==> src/rtl/brk_pkg.sv <==
package brk_pkg;
    typedef struct packed {
        logic flag;
        logic req;
    } brk_stat_t;
endpackage

==> src/rtl/brk_run_counter.sv <==
module brk_run_counter #(
    parameter int BREAK_BITS = 11
) (
    input  logic clk,
    input  logic rst_n,
    input  logic bit_tick,
    input  logic rx_bit,
    output logic hit
);
    localparam int CW = $clog2(BREAK_BITS + 1);
    localparam logic [CW-1:0] LAST = CW'(BREAK_BITS - 1);

    typedef struct packed {
        logic [CW-1:0] cnt;
        logic          armed;
    } run_t;

    run_t run_d, run_q;

    always_comb begin
        run_d = run_q;
        hit   = 1'b0;
        if (bit_tick) begin
            if (rx_bit) begin
                run_d.cnt   = '0;
                run_d.armed = 1'b1;
            end else if (run_q.armed) begin
                run_d.cnt = run_q.cnt + 1'b1;
                if (run_q.cnt == LAST) begin
                    hit         = 1'b1;
                    run_d.armed = 1'b0;
                end
            end
        end
    end

    always_ff @(posedge clk or negedge rst_n) begin
        if (!rst_n) begin
            run_q <= '{cnt: '0, armed: 1'b1};
        end else begin
            run_q <= run_d;
        end
    end

    p_cnt_bound_r1: assert property (@(posedge clk) disable iff (!rst_n)
        run_q.cnt <= CW'(BREAK_BITS));
    p_high_clears_r2: assert property (@(posedge clk) disable iff (!rst_n)
        (bit_tick && rx_bit) |=> (run_q.cnt == '0));
    p_idle_hold_r3: assert property (@(posedge clk) disable iff (!rst_n)
        !bit_tick |=> $stable(run_q));
endmodule

==> src/rtl/brk_status.sv <==
module brk_status
    import brk_pkg::*;
(
    input  logic clk,
    input  logic rst_n,
    input  logic hit,
    input  logic port_en,
    input  logic brk_rst_en,
    input  logic sw_clear,
    output brk_stat_t stat
);
    brk_stat_t stat_d, stat_q;

    always_comb begin
        stat_d.flag = hit | (stat_q.flag & ~sw_clear);
        stat_d.req  = hit & port_en & brk_rst_en;
    end

    always_ff @(posedge clk or negedge rst_n) begin
        if (!rst_n) begin
            stat_q <= '0;
        end else begin
            stat_q <= stat_d;
        end
    end

    assign stat = stat_q;

    p_fall_needs_clear_r4: assert property (@(posedge clk) disable iff (!rst_n)
        $fell(stat_q.flag) |-> $past(sw_clear));
    p_req_single_r5: assert property (@(posedge clk) disable iff (!rst_n)
        stat_q.req |=> !stat_q.req);
    p_clear_loses_r8: assert property (@(posedge clk) disable iff (!rst_n)
        hit |=> stat_q.flag);
endmodule

==> src/rtl/brk_detect.sv <==
module brk_detect
    import brk_pkg::*;
#(
    parameter int BREAK_BITS = 11
) (
    input  logic clk,
    input  logic rst_n,
    input  logic rx_bit,
    input  logic bit_tick,
    input  logic port_en,
    input  logic brk_rst_en,
    input  logic sw_clear,
    output logic brk_flag,
    output logic brk_reset_req
);
    logic      hit;
    brk_stat_t stat;

    brk_run_counter #(.BREAK_BITS(BREAK_BITS)) i_run (
        .clk      (clk),
        .rst_n    (rst_n),
        .bit_tick (bit_tick),
        .rx_bit   (rx_bit),
        .hit      (hit)
    );

    brk_status i_stat (
        .clk        (clk),
        .rst_n      (rst_n),
        .hit        (hit),
        .port_en    (port_en),
        .brk_rst_en (brk_rst_en),
        .sw_clear   (sw_clear),
        .stat       (stat)
    );

    assign brk_flag      = stat.flag;
    assign brk_reset_req = stat.req;

    p_rise_on_low_tick_r1: assert property (@(posedge clk) disable iff (!rst_n)
        $rose(brk_flag) |-> $past(bit_tick && !rx_bit));
    p_req_with_flag_r5: assert property (@(posedge clk) disable iff (!rst_n)
        brk_reset_req |-> brk_flag);
    p_req_gated_r6: assert property (@(posedge clk) disable iff (!rst_n)
        brk_reset_req |-> $past(port_en && brk_rst_en));
endmodule

==> config.mk <==
export PLATFORM = sky130hd
export DESIGN_NAME = brk_detect
export DESIGN_NICKNAME = d
export VERILOG_FILES = /design/src/rtl/brk_pkg.sv /design/src/rtl/brk_run_counter.sv /design/src/rtl/brk_status.sv /design/src/rtl/brk_detect.sv
export SDC_FILE = /design/constraint.sdc
export NUM_CORES = 1
export LEC_CHECK = 0
export BUFFER_PORTS_ARGS = -buffer_cell sky130_fd_sc_hd__buf_2
export CORE_AREA = 2 2 39 41
export DETAILED_ROUTE_END_ITERATION = 8
export DIE_AREA = 0 0 41 43
export GPL_TIMING_DRIVEN = 0
export PLACE_DENSITY = 0.46
export SYNTH_ARGS = -nofsm -noshare
export SYNTH_HDL_FRONTEND = slang
export SYNTH_SLANG_ARGS = --single-unit
==> constraint.sdc <==
create_clock -name clk -period 2.8 [get_ports clk]
set_clock_uncertainty 0.05 [all_clocks]
set_input_delay 0.56 -clock clk [delete_from_list [all_inputs] [get_ports clk]]
set_output_delay 0.56 -clock clk [all_outputs]
set_load 0.01 [all_outputs]
==> results of run 1 <==
## critical path, stage by stage, from the launching register on
cell and delay, ns:
dfstp_2 0.52, buf_6 0.12, inv_2 0.04, or3_4 0.39
nor4_2 0.25
## per-stage QoR
step / hold slack, ns / cell area (um2) / setup WS [ns] / std cells / util
4_1_cts: 0.0722 / 467 / 1.34 / 64 / 0.337
3_3_place_gp: 0.347 / 440 / 1.29 / 60 / 0.318
5_1_grt: 0.0864 / 467 / 1.24 / 64 / 0.337
2_1_floorplan: 0.214 / 380 / 1.40 / 36 / -
6_report: 0.0734 / 467 / 1.34 / 64 / 0.337
3_5_place_dp: 0.352 / 440 / 1.27 / 60 / 0.318
## registers in the layout, indices dropped and copies added (netlist names)
signal,count
i_stat.stat,2
i_run.run_q,5
## power by group through the flow
stage,Sequential (mW),Combinational [mW],Clock (mW)
after floorplan,0.116,0.0171,0
final,0.118,0.0273,0.0959
after global routing,0.119,0.0313,0.103
after CTS,0.118,0.0277,0.0990
after detailed placement,0.119,0.0277,0
after global placement,0.118,0.0265,0
## cell type report
cell class	instances	area [um2]	share of cell area
Clock buffer	4	26.3	0.0563
Sequential cell	7	176	0.378
Timing Repair Buffer	8	40.0	0.0858
Tap cell	16	20.0	0.0429
Multi-Input combinational cell	24	178	0.381
Inverter	4	15.0	0.0322
Buffer	1	11.3	0.0241
## layout by cell type (no fill, tap or decap)
cell	instances
ha_1	2
o21ai_0	6
dfstp_2	1
a22o_1	1
nor4_2	1
a2bb2oi_1	1
dfrtp_1	6
buf_2	8
inv_1	3
nand4b_1	1
a41oi_1	1
o32ai_2	1
nand2_1	4
or3_1	2
o2bb2ai_1	1
clkbuf_1	1
inv_2	1
buf_6	1
or3_4	1
nand4_1	1
clkbuf_4	3
a21oi_1	1
## cells by family after synthesis
family,after synthesis,synth area share
adders and majority gates,2,0.0658
DFF,7,0.464
and+or+nand+nor,10,0.174
buffers and inverters,5,0.0691
AOI/OAI and AO/OA,12,0.227
## metal layers
layer,vias to the layer above,track usage,wire (um)
li1,157,-,-
met1,145,0.151,366
met2,9,0.153,354
met3,2,0.0314,53
met4,0,0.0800,17
met5,-,0,0
## final timing paths
check | startpoint | end | slack, ns | cells past startpoint
hold reg to reg | i_stat.stat[1] | i_stat.stat[1] | 0.46 | 2
setup / recovery | i_run.run_q[0] | i_stat.stat[0] | 1.34 | 4
max in group asynchronous | rst_n | i_run.run_q[0] | 2.40 | 1
hold / removal | rst_n | i_stat.stat[0] | 0.07 | 1
setup reg to reg | i_run.run_q[0] | i_stat.stat[0] | 1.34 | 4
min in group clk | sw_clear | i_stat.stat[1] | 0.44 | 2
==> impl_metrics.json, run 1 <==
{
  "final.period_utilization": 0.522,
  "grt_max_degree": 9,
  "path_max_fanout": 8,
  "cts_tree": "yes",
  "ant_nets": 0,
  "start_util": 0.275,
  "avgRoutedWirePerCell_um": 12.4,
  "synth_nets": 45,
  "drv_cap": 0,
  "hold_viol_final": 0,
  "path_class": "reg2reg",
  "powerDensity_mw_per_mm2": 516,
  "htree_levels": 1,
  "setup_tns_ns": 0,
  "peakVddDrop_mv": 0.244,
  "drv_slew": 0,
  "cts_setup_buffers": 0,
  "setup_viol": 0,
  "via_count": 313,
  "n_fill_cell": 149,
  "core_mm2": 0.00138,
  "grt_pass1_wl_um": 1320,
  "clock_latency_ns": 0.26,
  "syn_area_um2": 380,
  "drive_above_1_share": 0.354,
  "track_usage": 0.114,
  "fin_nets": 58,
  "io_buffers": 8,
  "synth.avg_cell_area_um2": 10.6,
  "cts_buffers": 3,
  "synth_top_area_cell": "dfrtp_1",
  "clock_sinks": 7,
  "power.leakage_nw": 0.221,
  "netSwitchingFraction": 0.270,
  "worstSetupEndpointType": "register",
  "arrival_ns": 1.58,
  "areaGrowthSynthToFinish_pct": 22.7,
  "seqPwrFrac": 0.489,
  "fmaxAchievable_mhz": 685,
  "globalplace.congestion": 0.764,
  "die_width_um": 41,
  "wl_um": 791,
  "cts_hold_buffers": 0,
  "ys_dominant_reg_cell": "dfrtp_1",
  "synthDistinctLibCells": 19,
  "grt_antenna_before_repair": 0,
  "cp_data_required_time_ns": 2.91,
  "clk_pin_slew_ns": 0.06,
  "drt_first_iter_violations": 2,
  "worst_setup_path_start_kind": "register",
  "die_height_um": 43,
  "cts.path.max_buffers": 2,
  "vias_per_cell": 4.89,
  "max_slew_margin": 0.830,
  "switching_power_mw": 0.0650,
  "synth_area_leaders": "dfrtp_1 39%, o21ai_0 7.9%, dfstp_2 6.9%",
  "yosysSeqAreaShare": 0.464,
  "grt_overflow": 0,
  "ys_async_sr_fraction": 1.00,
  "pwr-share-comb": 0.113,
  "pwr-share-clk": 0.398,
  "rsz0062_at_grt": "false",
  "period_needed_ns": 1.46,
  "rows": 14,
  "clock-root-buffer": "clkbuf_4",
  "drt_pass1_iterations": 2,
  "power_mw": 0.241,
  "drc": 0,
  "hold_path.class": "in2async",
  "yosys_register_bits": 7,
  "yosys_warnings": 0,
  "p_int_mw": 0.176,
  "synth_enable_flop_cells": 0,
  "synth_cells": 36,
  "grt_pass1_vias": 299,
  "post_cts_resize_count": 0,
  "worst_slew_pin_slew_ns": 0.255,
  "status": "finished clean",
  "synth_top_area_frac": 0.395,
  "dieArea_mm2": 0.00176,
  "synthTopCellsByCount": "6 x dfrtp_1, 6 x o21ai_0, 4 x nand2_1",
  "ios": 9,
  "antennaDiodeCount": 0
}
No activity file was read; power rests on OpenSTA's default activity.
==> run 2: changes to the inputs <==
Clock period 2.8 ns to 1.4 ns, I/O delays scaled along.
==> run 2 against run 1 <==
Core utilization up 3.1 points. Sequential cell count is the same. Die area unchanged. Largest power group unchanged. Critical endpoint is now i_run.run_q[0]. Global-route usage grew 1.4 points. Highest routed layer unchanged.
==> impl_metrics.json, run 2 (same netlist as run 1, synthesis figures left out) <==
{
  "avgRoutedWirePerCell_um": 14.1,
  "grt_overflow": 0,
  "status": "finished clean",
  "pwr-share-clk": 0.383,
  "cts.path.max_buffers": 2,
  "seqPwrFrac": 0.467,
  "fmaxAchievable_mhz": 753,
  "grt_antenna_before_repair": 0,
  "power_mw": 0.503,
  "reg2regPathDepth": 5,
  "p_int_mw": 0.365,
  "timing.rr.start": "i_run.run_q[1]",
  "ant_nets": 0,
  "clk_pin_slew_ns": 0.05,
  "switching_power_mw": 0.138,
  "clock_latency_ns": 0.26,
  "path_max_fanout": 3,
  "drc": 0,
  "clock_sinks": 7,
  "r2r_end": "i_run.run_q[0]",
  "io_buffers": 8,
  "drive_above_1_share": 0.442,
  "hold_path.class": "in2reg",
  "areaGrowthSynthToFinish_pct": 33.9,
  "track_usage": 0.128,
  "htree_levels": 1,
  "pwr-share-comb": 0.151,
  "cp_data_required_time_ns": 1.54,
  "cts_buffers": 3,
  "dp_hpwl_um": 663,
  "antennaDiodeCount": 0,
  "r2r_setup_slack_ns": 0.07,
  "grt_pass1_vias": 322,
  "period_needed_ns": 1.33,
  "wl_um": 962,
  "worstSetupEndpointType": "register",
  "peakVddDrop_mv": 0.327,
  "layout_common_cells": "8 x buf_2, 6 x o21ai_0, 4 x dfrtp_1, 4 x buf_4",
  "dp_slack_ns": -0.0428,
  "arrival_ns": 1.47,
  "power.leakage_nw": 0.236,
  "via_count": 361,
  "setup_viol": 0,
  "die_width_um": 41,
  "min_from": "sw_clear",
  "die_height_um": 43,
  "rows": 14,
  "ios": 9,
  "drv_slew": 0,
  "start_util": 0.275,
  "drv_cap": 0,
  "vias_per_cell": 5.31,
  "fin_ws_ns": 0.0714,
  "hold_path_depth": 2,
  "powerDensity_mw_per_mm2": 988,
  "largest_reg_flops": 5,
  "worst_slew_pin_slew_ns": 0.311,
  "rsz0062_at_grt": "false",
  "clock-root-buffer": "clkbuf_4",
  "final.period_utilization": 0.949,
  "layout_commonest_cell": "buf_2",
  "core_mm2": 0.00138,
  "fin_nets": 62,
  "largest_register": "i_run.run_q",
  "path_class": "reg2reg",
  "grt_pass1_wl_um": 1440,
  "max_slew_margin": 0.793,
  "drt_pass1_iterations": 4,
  "worst_setup_path_start_kind": "register",
  "netSwitchingFraction": 0.275,
  "globalplace.congestion": 0.778,
  "hold_end": "i_stat.stat[1]",
  "grt_max_degree": 9,
  "drt_first_iter_violations": 11,
  "hold_viol_final": 0,
  "cts_tree": "yes",
  "dieArea_mm2": 0.00176
}
==> run 2: power by group through the flow <==
stage / clock (mW) / sequential (mW) / combinational [mW]
5_1_grt: 0.208 / 0.237 / 0.0844
2_1_floorplan: 0 / 0.232 / 0.0342
3_5_place_dp: 0 / 0.238 / 0.0571
6_report: 0.193 / 0.235 / 0.0758
4_1_cts: 0.189 / 0.235 / 0.0594
3_3_place_gp: 0 / 0.237 / 0.0528
==> run 2: layer usage <==
| layer | up-vias | wire, um | track usage |
|---|---|---|---|
| li1 | 166 | - | - |
| met1 | 170 | 365 | 0.126 |
| met2 | 21 | 493 | 0.206 |
| met3 | 4 | 73 | 0.0681 |
| met4 | 0 | 30 | 0.0600 |
| met5 | - | 0 | 0 |
==> run 2: repair_timing <==
action	4_1_cts	5_1_grt
pin swaps	0	2
endpoints found under the hold margin	6	0
hold buffers	1	0
setup buffers	2	2
setup endpoints to repair	2	2
resized for setup	0	4
==> run 2: area by class of cell <==
| class | instances | area, um2 |
|---|---|---|
| Clock buffer | 4 | 26.3 |
| Timing Repair Buffer | 13 | 80.1 |
| Tap cell | 16 | 20.0 |
| Multi-Input combinational cell | 24 | 189 |
| Inverter | 4 | 15.0 |
| Fill cell | 148 | 875 |
| Sequential cell | 7 | 179 |
==> run 2: worst max-delay path by stage <==
stage,startpoint,end,slack (ns)
final,i_run.run_q[1],i_run.run_q[0],0.07
after global placement,i_run.run_q[0],i_stat.stat[0],-0.03
after global routing,i_run.run_q[1],i_run.run_q[0],0.02
after floorplan,i_run.run_q[0],i_stat.stat[0],0.0005
after detailed placement,i_run.run_q[0],i_stat.stat[0],-0.04
after CTS,i_run.run_q[1],i_run.run_q[0],0.02
==> run 2: metrics by stage <==
step / area (um2) / TNS [ns] / std cells / util / hold slack (ns)
2_1_floorplan: 380 / 0 / 36 / - / -0.0656
3_3_place_gp: 440 / -0.0307 / 60 / 0.318 / 0.0662
3_5_place_dp: 440 / -0.0506 / 60 / 0.318 / 0.0730
4_1_cts: 480 / 0 / 66 / 0.347 / 0.168
5_1_grt: 509 / 0 / 68 / 0.368 / 0.153
6_report: 509 / 0 / 68 / 0.368 / 0.160
==> run 2: critical path: stages (launching register included) <==
cell and delay [ns]:
dfrtp_2 0.41, inv_1 0.06, ha_1 0.16, nand2_2 0.09
or3_1 0.31, a22o_1 0.18
==> run 3: changes to the inputs <==
Settings changed: PLACE_DENSITY 0.46 to default.
==> run 3 against run 2 <==
Non-clock buffer count fell by 3. Core utilization shrank 2.4 points. Clock-buffer cell count unchanged. First-iteration DRC count up 18%. Register-to-register slack got worse by 0.04 ns. Wire length fell by 17%. Critical path depth unchanged. Critical endpoint unchanged. Largest cell class unchanged. Sequential share of layout area rose by 2.1 points.
==> impl_metrics.json, run 3 (same netlist as run 1, synthesis figures left out) <==
{
  "status": "finished clean",
  "ios": 9,
  "reg2regPathDepth": 5,
  "globalplace.congestion": 0.755,
  "rows": 14,
  "track_usage": 0.105,
  "drive_above_1_share": 0.388,
  "hold_path.class": "in2reg",
  "setup_viol": 0,
  "drt_pass1_iterations": 6,
  "clk_pin_slew_ns": 0.05,
  "largest_reg_flops": 5,
  "drv_cap": 0,
  "antennaDiodeCount": 0,
  "grt_antenna_before_repair": 0,
  "hold_viol_final": 0,
  "power.leakage_nw": 0.223,
  "vias_per_cell": 5.11,
  "final.period_utilization": 0.977,
  "grt_pass1_vias": 282,
  "start_util": 0.275,
  "cts.path.max_buffers": 2,
  "largest_register": "i_run.run_q",
  "seqPwrFrac": 0.489,
  "via_count": 332,
  "fin_nets": 59,
  "dp_slack_ns": -0.0379,
  "switching_power_mw": 0.126,
  "path_class": "reg2reg",
  "worstSetupEndpointType": "register",
  "hold_slack_ns": 0.173,
  "p_int_mw": 0.355,
  "max_slew_margin": 0.844,
  "path_max_fanout": 6,
  "wl_um": 800,
  "avgRoutedWirePerCell_um": 12.3,
  "drc": 0,
  "worst_slew_pin_slew_ns": 0.234,
  "clock_latency_ns": 0.26,
  "rsz0062_at_grt": "true",
  "powerDensity_mw_per_mm2": 1010,
  "io_buffers": 8,
  "layout_common_cells": "8 x buf_2, 6 x o21ai_0, 5 x dfrtp_1",
  "drt_first_iter_violations": 13,
  "die_width_um": 41,
  "cts_tree": "yes",
  "fmaxAchievable_mhz": 731,
  "clock-root-buffer": "clkbuf_4",
  "grt_overflow": 0,
  "ant_nets": 0,
  "dieArea_mm2": 0.00176,
  "die_height_um": 43,
  "grt_pass1_wl_um": 1210,
  "pwr-share-comb": 0.124,
  "cp_data_required_time_ns": 1.54,
  "core_mm2": 0.00138,
  "worst_setup_path_start_kind": "register",
  "grt_max_degree": 9,
  "hold_path_depth": 2,
  "peakVddDrop_mv": 0.203,
  "fin_ws_ns": 0.0323,
  "htree_levels": 1,
  "netSwitchingFraction": 0.262,
  "clock_sinks": 7,
  "cts_buffers": 3,
  "areaGrowthSynthToFinish_pct": 25.3,
  "drv_slew": 0,
  "arrival_ns": 1.50,
  "period_needed_ns": 1.37,
  "pwr-share-clk": 0.387,
  "layout_commonest_cell": "buf_2",
  "dp_hpwl_um": 544
}
run 3: cell types whose count changed in the layout (fill, tap and decap cells not counted):
cell | before | now
dfrtp_2 | 2 | 1
nor4_4 | 1 | 0
dfrtp_1 | 4 | 5
buf_4 | 4 | 1
nor4_2 | 0 | 1
run 3: through the flow:
stage,total power [mW],util,setup TNS [ns],instance area [um2],std cells
6_report,0.481,0.344,0,477,65
4_1_cts,0.483,0.342,0,473,65
3_3_place_gp,0.292,0.318,-0.0435,440,60
3_5_place_dp,0.294,0.318,-0.0602,440,60
5_1_grt,0.513,0.344,-0.0138,477,65
2_1_floorplan,0.267,-,0,380,36
run 3: power groups by stage:
stage	combinational [mW]	clock [mW]	sequential [mW]
6_report	0.0596	0.186	0.235
2_1_floorplan	0.0342	0	0.232
5_1_grt	0.0677	0.207	0.238
3_3_place_gp	0.0540	0	0.238
4_1_cts	0.0584	0.190	0.235
3_5_place_dp	0.0564	0	0.238
run 3: critical path, stage by stage, from the launching register on:
cell and delay [ns]:
dfrtp_2 0.44, inv_1 0.07, ha_1 0.18, nand2_2 0.09
or3_1 0.31, a22o_1 0.18
run 3: timing repair:
item / 4_1_cts / 5_1_grt
setup buffers: 1 / 0
gates resized for setup: 0 / 2
endpoints found under the setup margin: 2 / 2
hold endpoints to repair: 6 / 0
hold buffers: 1 / 0
pin swaps: 2 / 1
run 3: per-layer routing:
layer	GRT usage	vias up	wire, um
met2	0.147	18	378
met1	0.127	153	343
met4	0.0800	0	14
met5	0	-	0
met3	0.0314	2	62
li1	-	159	-
run 3: path summary, 6_finish.rpt:
kind	from	end	slack [ns]
worst min-delay path	sw_clear	i_stat.stat[1]	0.17
worst min register to register	i_stat.stat[1]	i_stat.stat[1]	0.47
min in group asynchronous	rst_n	i_stat.stat[0]	0.33
max in group asynchronous	rst_n	i_run.run_q[0]	0.74
worst max-delay path	i_run.run_q[1]	i_run.run_q[0]	0.03
worst max register to register	i_run.run_q[1]	i_run.run_q[0]	0.03
run 3: cell type report:
| type | instances | area (um2) |
|---|---|---|
| clock buffers | 4 | 26.3 |
| inverters | 4 | 15.0 |
| flip-flops and latches | 7 | 178 |
| multi-input cells | 24 | 180 |
| repair buffers | 10 | 57.6 |
| fillers | 142 | 907 |
| well taps | 16 | 20.0 |
